===== src/rtl/fx_rx_pkg.sv =====
package fx_rx_pkg;

  localparam int GRP_W = 5;
  localparam int NIB_W = 4;
  localparam int WIN_W = 2 * GRP_W;

  localparam logic [GRP_W-1:0] GRP_END1 = 5'b01101;
  localparam logic [GRP_W-1:0] GRP_END2 = 5'b00111;
  localparam logic [GRP_W-1:0] GRP_IDLE = 5'b11111;
  localparam logic [WIN_W-1:0] START_PAT = 10'b1100010001;

  typedef enum logic [1:0] {
    ST_HUNT = 2'd0,
    ST_DATA = 2'd1,
    ST_TAIL = 2'd2
  } frame_st_e;

  typedef struct packed {
    logic             ok;
    logic [NIB_W-1:0] nib;
  } dec_t;

  function automatic dec_t decode_grp(input logic [GRP_W-1:0] g);
    dec_t r;
    r.ok = 1'b1;
    case (g)
      5'b11110: r.nib = 4'h0;
      5'b01001: r.nib = 4'h1;
      5'b10100: r.nib = 4'h2;
      5'b10101: r.nib = 4'h3;
      5'b01010: r.nib = 4'h4;
      5'b01011: r.nib = 4'h5;
      5'b01110: r.nib = 4'h6;
      5'b01111: r.nib = 4'h7;
      5'b10010: r.nib = 4'h8;
      5'b10011: r.nib = 4'h9;
      5'b10110: r.nib = 4'hA;
      5'b10111: r.nib = 4'hB;
      5'b11010: r.nib = 4'hC;
      5'b11011: r.nib = 4'hD;
      5'b11100: r.nib = 4'hE;
      5'b11101: r.nib = 4'hF;
      default: begin
        r.ok  = 1'b0;
        r.nib = 4'h0;
      end
    endcase
    return r;
  endfunction

endpackage


===== src/rtl/fx_rx_line.sv =====
// Three-level symbol -> transition bit -> plain bit
module fx_rx_line (
  input  logic       clk,
  input  logic       rst_n,
  input  logic [1:0] sym_i,
  output logic       nrz_o
);

  logic [1:0] lvl_q, lvl_d;
  logic       chg_q, chg_d;
  logic       chg2_q;

  always_comb begin
    lvl_d = (sym_i == 2'b10) ? 2'b00 : sym_i;
    chg_d = (lvl_d != lvl_q);
  end

  always_ff @(posedge clk or negedge rst_n) begin
    if (!rst_n) begin
      lvl_q  <= 2'b00;
      chg_q  <= 1'b0;
      chg2_q <= 1'b0;
    end else begin
      lvl_q  <= lvl_d;
      chg_q  <= chg_d;
      chg2_q <= chg_q;
    end
  end

  assign nrz_o = chg_q ^ chg2_q;

endmodule


===== src/rtl/fx_rx_descram.sv =====
// Key regeneration, idle-based lock and loss of lock
module fx_rx_descram #(
  parameter int LFSR_W   = 11,
  parameter int TAP_HI   = 10,
  parameter int TAP_LO   = 8,
  parameter int LOCK_RUN = 60,
  parameter int LOSS_RUN = 4
) (
  input  logic clk,
  input  logic rst_n,
  input  logic nrz_i,
  input  logic hunt_i,
  output logic plain_o,
  output logic locked_o
);

  localparam int RUN_W = $clog2(LOCK_RUN + 1);
  localparam int ZR_W  = $clog2(LOSS_RUN + 1);
  localparam logic [RUN_W-1:0] RUN_LAST = RUN_W'(LOCK_RUN - 1);
  localparam logic [ZR_W-1:0]  ZR_LAST  = ZR_W'(LOSS_RUN - 1);

  logic [LFSR_W-1:0] key_q, key_d;
  logic [RUN_W-1:0]  run_q, run_d;
  logic [ZR_W-1:0]   zr_q, zr_d;
  logic              lk_q, lk_d;
  logic              key_bit, plain;

  always_comb begin
    key_bit = key_q[TAP_HI] ^ key_q[TAP_LO];
    plain   = nrz_i ^ key_bit;
    key_d   = lk_q ? {key_q[LFSR_W-2:0], key_bit} : {key_q[LFSR_W-2:0], ~nrz_i};
    run_d   = run_q;
    zr_d    = zr_q;
    lk_d    = lk_q;
    if (!lk_q) begin
      zr_d = '0;
      if (plain) begin
        if (run_q == RUN_LAST) begin
          lk_d  = 1'b1;
          run_d = '0;
        end else begin
          run_d = run_q + 1'b1;
        end
      end else begin
        run_d = '0;
      end
    end else begin
      run_d = '0;
      if (hunt_i && !plain) begin
        if (zr_q == ZR_LAST) begin
          lk_d = 1'b0;
          zr_d = '0;
        end else begin
          zr_d = zr_q + 1'b1;
        end
      end else begin
        zr_d = '0;
      end
    end
  end

  always_ff @(posedge clk or negedge rst_n) begin
    if (!rst_n) begin
      key_q <= '0;
      run_q <= '0;
      zr_q  <= '0;
      lk_q  <= 1'b0;
    end else begin
      key_q <= key_d;
      run_q <= run_d;
      zr_q  <= zr_d;
      lk_q  <= lk_d;
    end
  end

  assign plain_o  = plain;
  assign locked_o = lk_q;

endmodule


===== src/rtl/fx_rx_frame.sv =====
// Group alignment, decoding and frame control
module fx_rx_frame
  import fx_rx_pkg::*;
(
  input  logic             clk,
  input  logic             rst_n,
  input  logic             bit_i,
  input  logic             locked_i,
  output logic             hunt_o,
  output logic             stb_o,
  output logic             dv_o,
  output logic             er_o,
  output logic [NIB_W-1:0] nib_o
);

  localparam int PH_W = $clog2(GRP_W);
  localparam logic [PH_W-1:0] PH_LAST = PH_W'(GRP_W - 1);

  frame_st_e        st_q, st_d;
  logic [WIN_W-1:0] win_q, win_d;
  logic [PH_W-1:0]  ph_q, ph_d;
  logic             stb_q, stb_d, dv_q, dv_d, er_q, er_d;
  logic [NIB_W-1:0] nib_q, nib_d;
  logic [GRP_W-1:0] grp;
  logic             grp_done;
  dec_t             dec;

  always_comb begin
    win_d    = {win_q[WIN_W-2:0], bit_i};
    grp      = win_d[GRP_W-1:0];
    dec      = decode_grp(grp);
    grp_done = (ph_q == PH_LAST);
    st_d     = st_q;
    ph_d     = ph_q;
    stb_d    = 1'b0;
    er_d     = 1'b0;
    nib_d    = nib_q;
    dv_d     = (st_q == ST_DATA) ? dv_q : 1'b0;
    if (!locked_i) begin
      st_d = ST_HUNT;
      ph_d = '0;
      dv_d = 1'b0;
    end else begin
      case (st_q)
        ST_HUNT: begin
          if (win_d == START_PAT) begin
            st_d = ST_DATA;
            ph_d = '0;
          end
        end
        ST_DATA: begin
          if (grp_done) begin
            ph_d = '0;
            if (grp == GRP_END1) begin
              dv_d = 1'b0;
              st_d = ST_TAIL;
            end else if (grp == GRP_IDLE) begin
              stb_d = 1'b1;
              er_d  = 1'b1;
              dv_d  = 1'b1;
              nib_d = '0;
              st_d  = ST_HUNT;
            end else begin
              stb_d = 1'b1;
              dv_d  = 1'b1;
              er_d  = !dec.ok;
              nib_d = dec.nib;
            end
          end else begin
            ph_d = ph_q + 1'b1;
          end
        end
        ST_TAIL: begin
          if (grp_done) begin
            ph_d = '0;
            st_d = ST_HUNT;
            if (grp != GRP_END2) begin
              stb_d = 1'b1;
              er_d  = 1'b1;
              nib_d = '0;
            end
          end else begin
            ph_d = ph_q + 1'b1;
          end
        end
        default: st_d = ST_HUNT;
      endcase
    end
  end

  always_ff @(posedge clk or negedge rst_n) begin
    if (!rst_n) begin
      st_q  <= ST_HUNT;
      win_q <= '0;
      ph_q  <= '0;
      stb_q <= 1'b0;
      dv_q  <= 1'b0;
      er_q  <= 1'b0;
      nib_q <= '0;
    end else begin
      st_q  <= st_d;
      win_q <= win_d;
      ph_q  <= ph_d;
      stb_q <= stb_d;
      dv_q  <= dv_d;
      er_q  <= er_d;
      nib_q <= nib_d;
    end
  end

  assign hunt_o = (st_q == ST_HUNT);
  assign stb_o  = stb_q;
  assign dv_o   = dv_q;
  assign er_o   = er_q;
  assign nib_o  = nib_q;

endmodule


===== src/rtl/fx_rx_decoder.sv =====
module fx_rx_decoder #(
  parameter int LFSR_W   = 11,
  parameter int TAP_HI   = 10,
  parameter int TAP_LO   = 8,
  parameter int LOCK_RUN = 60,
  parameter int LOSS_RUN = 4
) (
  input  logic       clk,
  input  logic       rst_n,
  input  logic [1:0] sym_i,
  output logic       locked_o,
  output logic       rx_dv_o,
  output logic       rx_er_o,
  output logic       nib_stb_o,
  output logic [3:0] nib_o
);

  logic [1:0] rst_sync_q;
  logic       rst_int_n;
  logic       nrz, plain, hunt, locked;

  // asynchronous assert, synchronous release
  always_ff @(posedge clk or negedge rst_n) begin
    if (!rst_n) rst_sync_q <= 2'b00;
    else        rst_sync_q <= {rst_sync_q[0], 1'b1};
  end
  assign rst_int_n = rst_sync_q[1];

  fx_rx_line u_line (
    .clk   (clk),
    .rst_n (rst_int_n),
    .sym_i (sym_i),
    .nrz_o (nrz)
  );

  fx_rx_descram #(
    .LFSR_W   (LFSR_W),
    .TAP_HI   (TAP_HI),
    .TAP_LO   (TAP_LO),
    .LOCK_RUN (LOCK_RUN),
    .LOSS_RUN (LOSS_RUN)
  ) u_descram (
    .clk      (clk),
    .rst_n    (rst_int_n),
    .nrz_i    (nrz),
    .hunt_i   (hunt),
    .plain_o  (plain),
    .locked_o (locked)
  );

  fx_rx_frame u_frame (
    .clk      (clk),
    .rst_n    (rst_int_n),
    .bit_i    (plain),
    .locked_i (locked),
    .hunt_o   (hunt),
    .stb_o    (nib_stb_o),
    .dv_o     (rx_dv_o),
    .er_o     (rx_er_o),
    .nib_o    (nib_o)
  );

  assign locked_o = locked;

endmodule


===== config.mk =====
export PLATFORM = sky130hd
export DESIGN_NAME = fx_rx_decoder
export DESIGN_NICKNAME = d
export VERILOG_FILES = /design/src/rtl/fx_rx_pkg.sv /design/src/rtl/fx_rx_line.sv /design/src/rtl/fx_rx_descram.sv /design/src/rtl/fx_rx_frame.sv /design/src/rtl/fx_rx_decoder.sv
export SDC_FILE = /design/constraint.sdc
export NUM_CORES = 1
export LEC_CHECK = 0
export ABC_AREA = 1
export CORE_MARGIN = 1
export CORE_UTILIZATION = 56
export CTS_BUF_LIST = sky130_fd_sc_hd__clkbuf_8
export DETAILED_ROUTE_END_ITERATION = 8
export PLACE_DENSITY = 0.86
export RECOVER_POWER = 50
export SLEW_MARGIN = 0
export SYNTH_ARGS = -nofsm -noshare
export SYNTH_HDL_FRONTEND = slang
export SYNTH_HIERARCHICAL = 1
export SYNTH_SLANG_ARGS = --single-unit

===== constraint.sdc =====
create_clock -name clk -period 1.9 [get_ports clk]
set_input_delay 0.475 -clock clk [delete_from_list [all_inputs] [get_ports clk]]
set_output_delay 0.475 -clock clk [all_outputs]
set_load 0.02 [all_outputs]

# --- After elaboration in Yosys (flattened, before gate mapping) ---
# Cells that the tools add are included.
word_totals:
  regBits: 48
  latchBits: 0
  ramBits: 0
  mem_bits_ro: 0
  in_bits: 4
  out_inout_bits: 8
  word_cells: 115
  n_memories: 0
op_classes:
  addsub: 3
  multipliers: 0
  div: 0
  order_cmp: 0
  n_eq_ne: 36
  shifts: 0
  muxes: 47
  bitwise: 4
  n_reduce_logical: 10
op_table:
  columns: ["cell", "count"]
  rows:
  - ["5-bit == test, second input constant", 12]
  - ["4-bit case mux with 15 select lines", 1]
  - ["5-bit by 4-bit == test with 1-bit output, second input constant", 6]
  - ["1-bit two-way mux", 20]
  - ["4-bit two-way mux", 5]
  - ["3-bit two-way mux", 6]
  - ["6-bit two-way mux", 3]
  - ["16-bit OR reduction", 1]
  - ["2-bit two-way mux", 7]
  - ["10-bit == test, second input constant", 1]
  - ["3-bit inequality test, second input constant", 3]
  - ["4-bit case mux with 2 select lines", 1]
  - ["3-bit by 1-bit adder with 3-bit output, second input constant", 2]
  - ["6-bit by 1-bit adder with 6-bit output, second input constant", 1]
  - ["6-bit == test, second input constant", 1]
  - ["2-bit by 1-bit inequality test with 1-bit output, second input constant", 3]
  - ["2-bit case mux with 3 select lines", 1]
  - ["3-bit case mux with 2 select lines", 1]
  - ["6-bit AND reduction", 1]
  - ["5-bit by 3-bit inequality test with 1-bit output, second input constant", 1]
  - ["2-bit == test, second input constant", 2]
  - ["4-bit inequality test, second input constant", 1]
  - ["1-bit case mux with 2 select lines", 2]
  - ["4-bit AND reduction", 1]
  - ["14 further kinds", 17]

# --- Depth between registers and ports, before layout ---
logic_depth:
  word_depth: 11
  ltp_mapped: 13
  depth_no_buf: 13

# --- Cells and area by module ---
# Netlist, hierarchy kept.
by_module_without_submodules:
  columns: ["module", "n_inst", "cells_per_inst", "area_each_um2", "seq_area_each_um2"]
  rows:
  - ["fx_rx_frame", 1, 157, 1228.7, 525.5]
  - ["fx_rx_descram", 1, 72, 842.1, 525.5]
  - ["fx_rx_line", 1, 14, 148.9, 100.1]
  - ["fx_rx_decoder", 1, 3, 53.8, 50.0]

# --- Least setup slack after synthesis ---
# No wires, ideal clock.
synth_timing:
  path_type: "register to register"
  startpoint: "register u_line.chg2_q"
  endpoint: "register u_frame.nib_q[0] (netlist: u_frame/nib_o[0])"
  setup_time_ps: 117
  arrival_time_ps: 1463
  required_ps: 1783
  path_slack_ps: 320
  path_stages_with_launch: 13
  n_path_buf: 0
  period_less_slack_ps: 1580
  path_cell_list: "dfrtp_1 > xor2_1 > nand3_2 > nand2_4 > inv_4 > nand2_1 > clkinv_1 > nand3_4 > nand2_2 > nand2_2 > nand3_2 > nand2_1 > nand2_1"
synth_between:
  elab_chain_cells: 8
  elab_cells_between_ends: 28
  classes_between: "eq/ne: 20; mux: 5; bitwise: 2; reduce/logical: 1"
synth_lines:
  columns: ["element", "line_no", "source"]
  rows:
  - ["start, declared", "fx_rx_line.sv:11", "logic chg2_q;"]
  - ["start signal, assigned", "fx_rx_line.sv:26", "chg2_q <= chg_q;"]
  - ["1-bit XOR (*)", "fx_rx_line.sv:30", "assign nrz_o = chg_q ^ chg2_q;"]
  - ["named net nrz", "fx_rx_decoder.sv:20", "logic nrz, plain, hunt, locked;"]
  - ["1-bit XOR (*)", "fx_rx_descram.sv:30", "plain = nrz_i ^ key_bit;"]
  - ["named net plain", "fx_rx_decoder.sv:20", null]
  - ["5-bit == test or 5-bit by 4-bit == test with 1-bit output (tied branches)", "fx_rx_pkg.sv:26", "case (g)"]
  - ["4-bit case mux with 15 select lines", "fx_rx_pkg.sv:26", null]
  - ["4-bit two-way mux", "fx_rx_frame.sv:57", "end else if (grp == GRP_IDLE) begin"]
  - ["4-bit two-way mux", "fx_rx_frame.sv:54", "if (grp == GRP_END1) begin"]
  - ["4-bit two-way mux", "fx_rx_frame.sv:52", "if (grp_done) begin"]
  - ["4-bit case mux with 2 select lines", "fx_rx_frame.sv:44", "case (st_q)"]
  - ["end signal, assigned", "fx_rx_frame.sv:107", "nib_q <= nib_d;"]
  - ["end, declared", "fx_rx_frame.sv:23", "logic [NIB_W-1:0] nib_q, nib_d;"]
# The timed path passes the listed nets; every way through them passes the cells marked *. The select of a mux whose other input is x is not followed.
# A chain may end at the register's enable or synchronous reset.

# --- Worst setup path after layout ---
layout_timing:
  startpoint: "register u_frame.nib_q[2] (netlist: u_frame/nib_o[2])"
  endpoint: "output port nib_o[2]"
layout_rtl:
  columns: ["element", "line_no", "source"]
  rows:
  - ["end, declared", "fx_rx_decoder.sv:15", "output logic [3:0] nib_o"]
# No word-level cell between the ends.

==> flow_metrics.tcl <==
set metrics [dict create \
    critPathBufInv 1 \
    yosys.area_share.simple_pct 29.8 \
    gp_congestion 0.849 \
    cts_tree "yes" \
    ys_seq_elements 48 \
    worstPathMaxFanout 2 \
    cellPowerDensity_nw_per_um2 1500 \
    row_count 22 \
    critPathTopFamily "buffers and inverters" \
    crit_path_start_kind "register" \
    grt_first_pass_wirelength_um 6710 \
    die_h_um 65.7 \
    leakage_nw 1.27 \
    cpPeakStageDelay_ps 600 \
    clk_pin_slew_worst_paths_ps 90 \
    synth_cell_types 32 \
    grtUsageTotal_pct 21.3 \
    grt_start_max_net_pins 34 \
    setup_violations 0 \
    syn_inst 246 \
    ys_warn_count 6 \
    vias 1592 \
    tightest_slew_ps 756 \
    final_common_cell "nand2_1" \
    nets 276 \
    wl_um 3750 \
    worstPathCellList "clkdlybuf4s50_1" \
    status "finished clean" \
    cts_root_buf "clkbuf_8" \
    drtPass1Iterations 4 \
    setup.worst_path.class "reg2out" \
    yosysSeqAreaShare_pct 52.8 \
    dieArea_um2 4320 \
    setup_ws_ps 166 \
    period_share_pct 91.2 \
    die_w_um 65.7 \
    seqCellArea_um2 1200 \
    post-route-util_pct 68.1 \
    netlist_area_um2 2270 \
    drt_iter0_markers 72 \
    synth_fa_ha_area_share_pct 4.40 \
    cts_setup_buffers 0 \
    layout-drive-gt1-share_pct 19.2 \
    muxShareOfSynthArea_pct 0 \
    clock_latency_ps 300 \
    postCtsResizedCells 0 \
    via_per_inst 5.09 \
    clock_sinks 48 \
    multi_input_area_um2 941 \
    portBuffers 11 \
    hpwl_um 2700 \
    period_needed_ps 1730 \
    final_max_slew_viol_count 0 \
    worstPathArrival_ps 1260 \
    ioPinCount 12 \
    slowest_stage "clkdlybuf4s50_1" \
    p_total_mw 3.87 \
    preCtsSetupSlack_ps 128 \
    htreeDepth 2 \
    grt_antenna_before_repair 0 \
    endpoint_kind "primary output" \
    synth.avg_cell_area_um2 9.24 \
    synth_xor_area_share_pct 2.70 \
    routedWlPerCell_um 12.0 \
    required_ps 1420 \
    hp-class "reg2async" \
    fmax_ghz 0.577 \
    hold_buffers 0 \
    grt_pass1_vias 1569 \
    ant_nets 0 \
    start_util_pct 60.3 \
    synth_top_family_by_area "simple AND/OR/NAND/NOR gates" \
    clockBufferDepth 2 \
    maxCapViolations 0 \
    synth_fp_nets 258 \
    layout_common_cells "63 x nand2_1, 48 x dfrtp_1, 24 x inv_1" \
    rsz0062_at_grt "no" \
    r2r_slack_ps 170 \
    relSlewSlack_pct 49.6 \
    grt_overflow 0 \
    fin_worst_skew_ps 3.63 \
    fillCellCount 280 \
    coreArea_um2 3770 \
    hold_viol_final 0 \
    vdd_drop_max_mv 1.02 \
    n_antenna_cell 0 \
    drc 0 \
    fin_tns_setup_ps 0 \
    synth_compound_area_share_pct 3.91 \
    syn2layout_area_growth_pct 13.0 \
    numCtsBuffers 5 \
]
==> cells in the mapped netlist <==
| cell type | number | area [µm²] |
|---|---|---|
| nand2_1 | 64 | 240 |
| dfrtp_1 | 48 | 1200 |
| inv_1 | 24 | 90.1 |
| nand3_1 | 18 | 90.1 |
| nor2_1 | 18 | 67.6 |
| ha_1 | 8 | 100 |
| inv_2 | 8 | 30.0 |
| nand2_2 | 7 | 43.8 |
| nand3_2 | 7 | 70.1 |
| nor2_2 | 5 | 31.3 |
| nor2_4 | 4 | 45.0 |
| xor2_1 | 4 | 35.0 |
| a21oi_1 | 3 | 15.0 |
| nand4_1 | 3 | 18.8 |
| o21ai_1 | 3 | 15.0 |
| xnor2_1 | 3 | 26.3 |
| nand2_4 | 2 | 22.5 |
| o211ai_1 | 2 | 15.0 |
| o21ai_0 | 2 | 10.0 |
| a21oi_2 | 1 | 8.76 |
| a21oi_4 | 1 | 16.3 |
| buf_4 | 1 | 7.51 |
| clkbuf_1 | 1 | 3.75 |
| clkinv_1 | 1 | 3.75 |
| conb_1 | 1 | 3.75 |
| inv_4 | 1 | 6.26 |
| nand3_4 | 1 | 17.5 |
| nand3b_1 | 1 | 7.51 |
| nor3_2 | 1 | 10.0 |
| o21ai_2 | 1 | 8.76 |
| or2_1 | 1 | 6.26 |
| or3_1 | 1 | 6.26 |
==> through the flow <==
step                instance area, µm²  std cells  hold slack (ps)
floorplan                         2270        246              179
global placement                  2460        305              168
detailed placement                2460        305              174
CTS                               2580        313              188
global route                      2570        313              295
finish                            2570        313              233
==> final cells by class <==
class	count	area share [%]
clock inverters	3	1.80
flip-flops and latches	48	46.7
well taps	48	2.34
multi-input cells	162	36.6
clock buffers	5	2.68
inverters	34	5.06
repair buffers	13	4.77
==> state kept, by name, indices dropped and copies added, names as in the netlist, 2 cells and up <==
signal           cells
rst_sync_q           2
u_descram/key_q     11
u_descram/run_q      6
u_descram/zr_q       3
u_frame/nib_o        4
u_frame/ph_q         3
u_frame/st_q         2
u_frame/win_q        9
u_line/lvl_q         2
==> path summary, 6_finish.rpt <==
| path | startpoint | to | cells after the start |
|---|---|---|---|
| max in group asynchronous | rst_sync_q[1]$_DFF_PN0_ | u_frame/st_q[1]$_DFFE_PN0P_ | 1 |
| setup / recovery | u_frame/nib_o[2]$_DFFE_PN0P_ | nib_o[2] | 1 |
| setup reg to reg | u_line/chg2_q$_DFF_PN0_ | u_frame/nib_o[1]$_DFFE_PN0P_ | 12 |
| min in group clk | u_descram/key_q[4]$_DFF_PN0_ | u_descram/key_q[5]$_DFF_PN0_ | 0 |
| hold / removal | rst_sync_q[1]$_DFF_PN0_ | u_frame/win_q[1]$_DFF_PN0_ | 0 |
| hold reg to reg | rst_sync_q[1]$_DFF_PN0_ | u_frame/win_q[1]$_DFF_PN0_ | 0 |
==> routing by layer <==
| layer | wire, µm | global-route usage [%] |
|---|---|---|
| met1 | 1790 | 27.1 |
| met2 | 1780 | 34.7 |
| met3 | 114 | 4.69 |
| met4 | 60 | 9.24 |
| met5 | 0 | 0 |
==> cell families after synthesis <==
kind of cell,count (synthesis)
XOR/XNOR,7
adder cells (fa/ha/maj),8
buffers and inverters,36
AND/OR/NAND/NOR,133
flip-flops,48
other,1
AO/OA/AOI/OAI,13
==> power by group <==
group,internal [mW],switching (mW)
clock network,0.396,0.353
logic,0.538,0.975
registers,1.35,0.256
No activity file was read; power rests on OpenSTA's default activity.
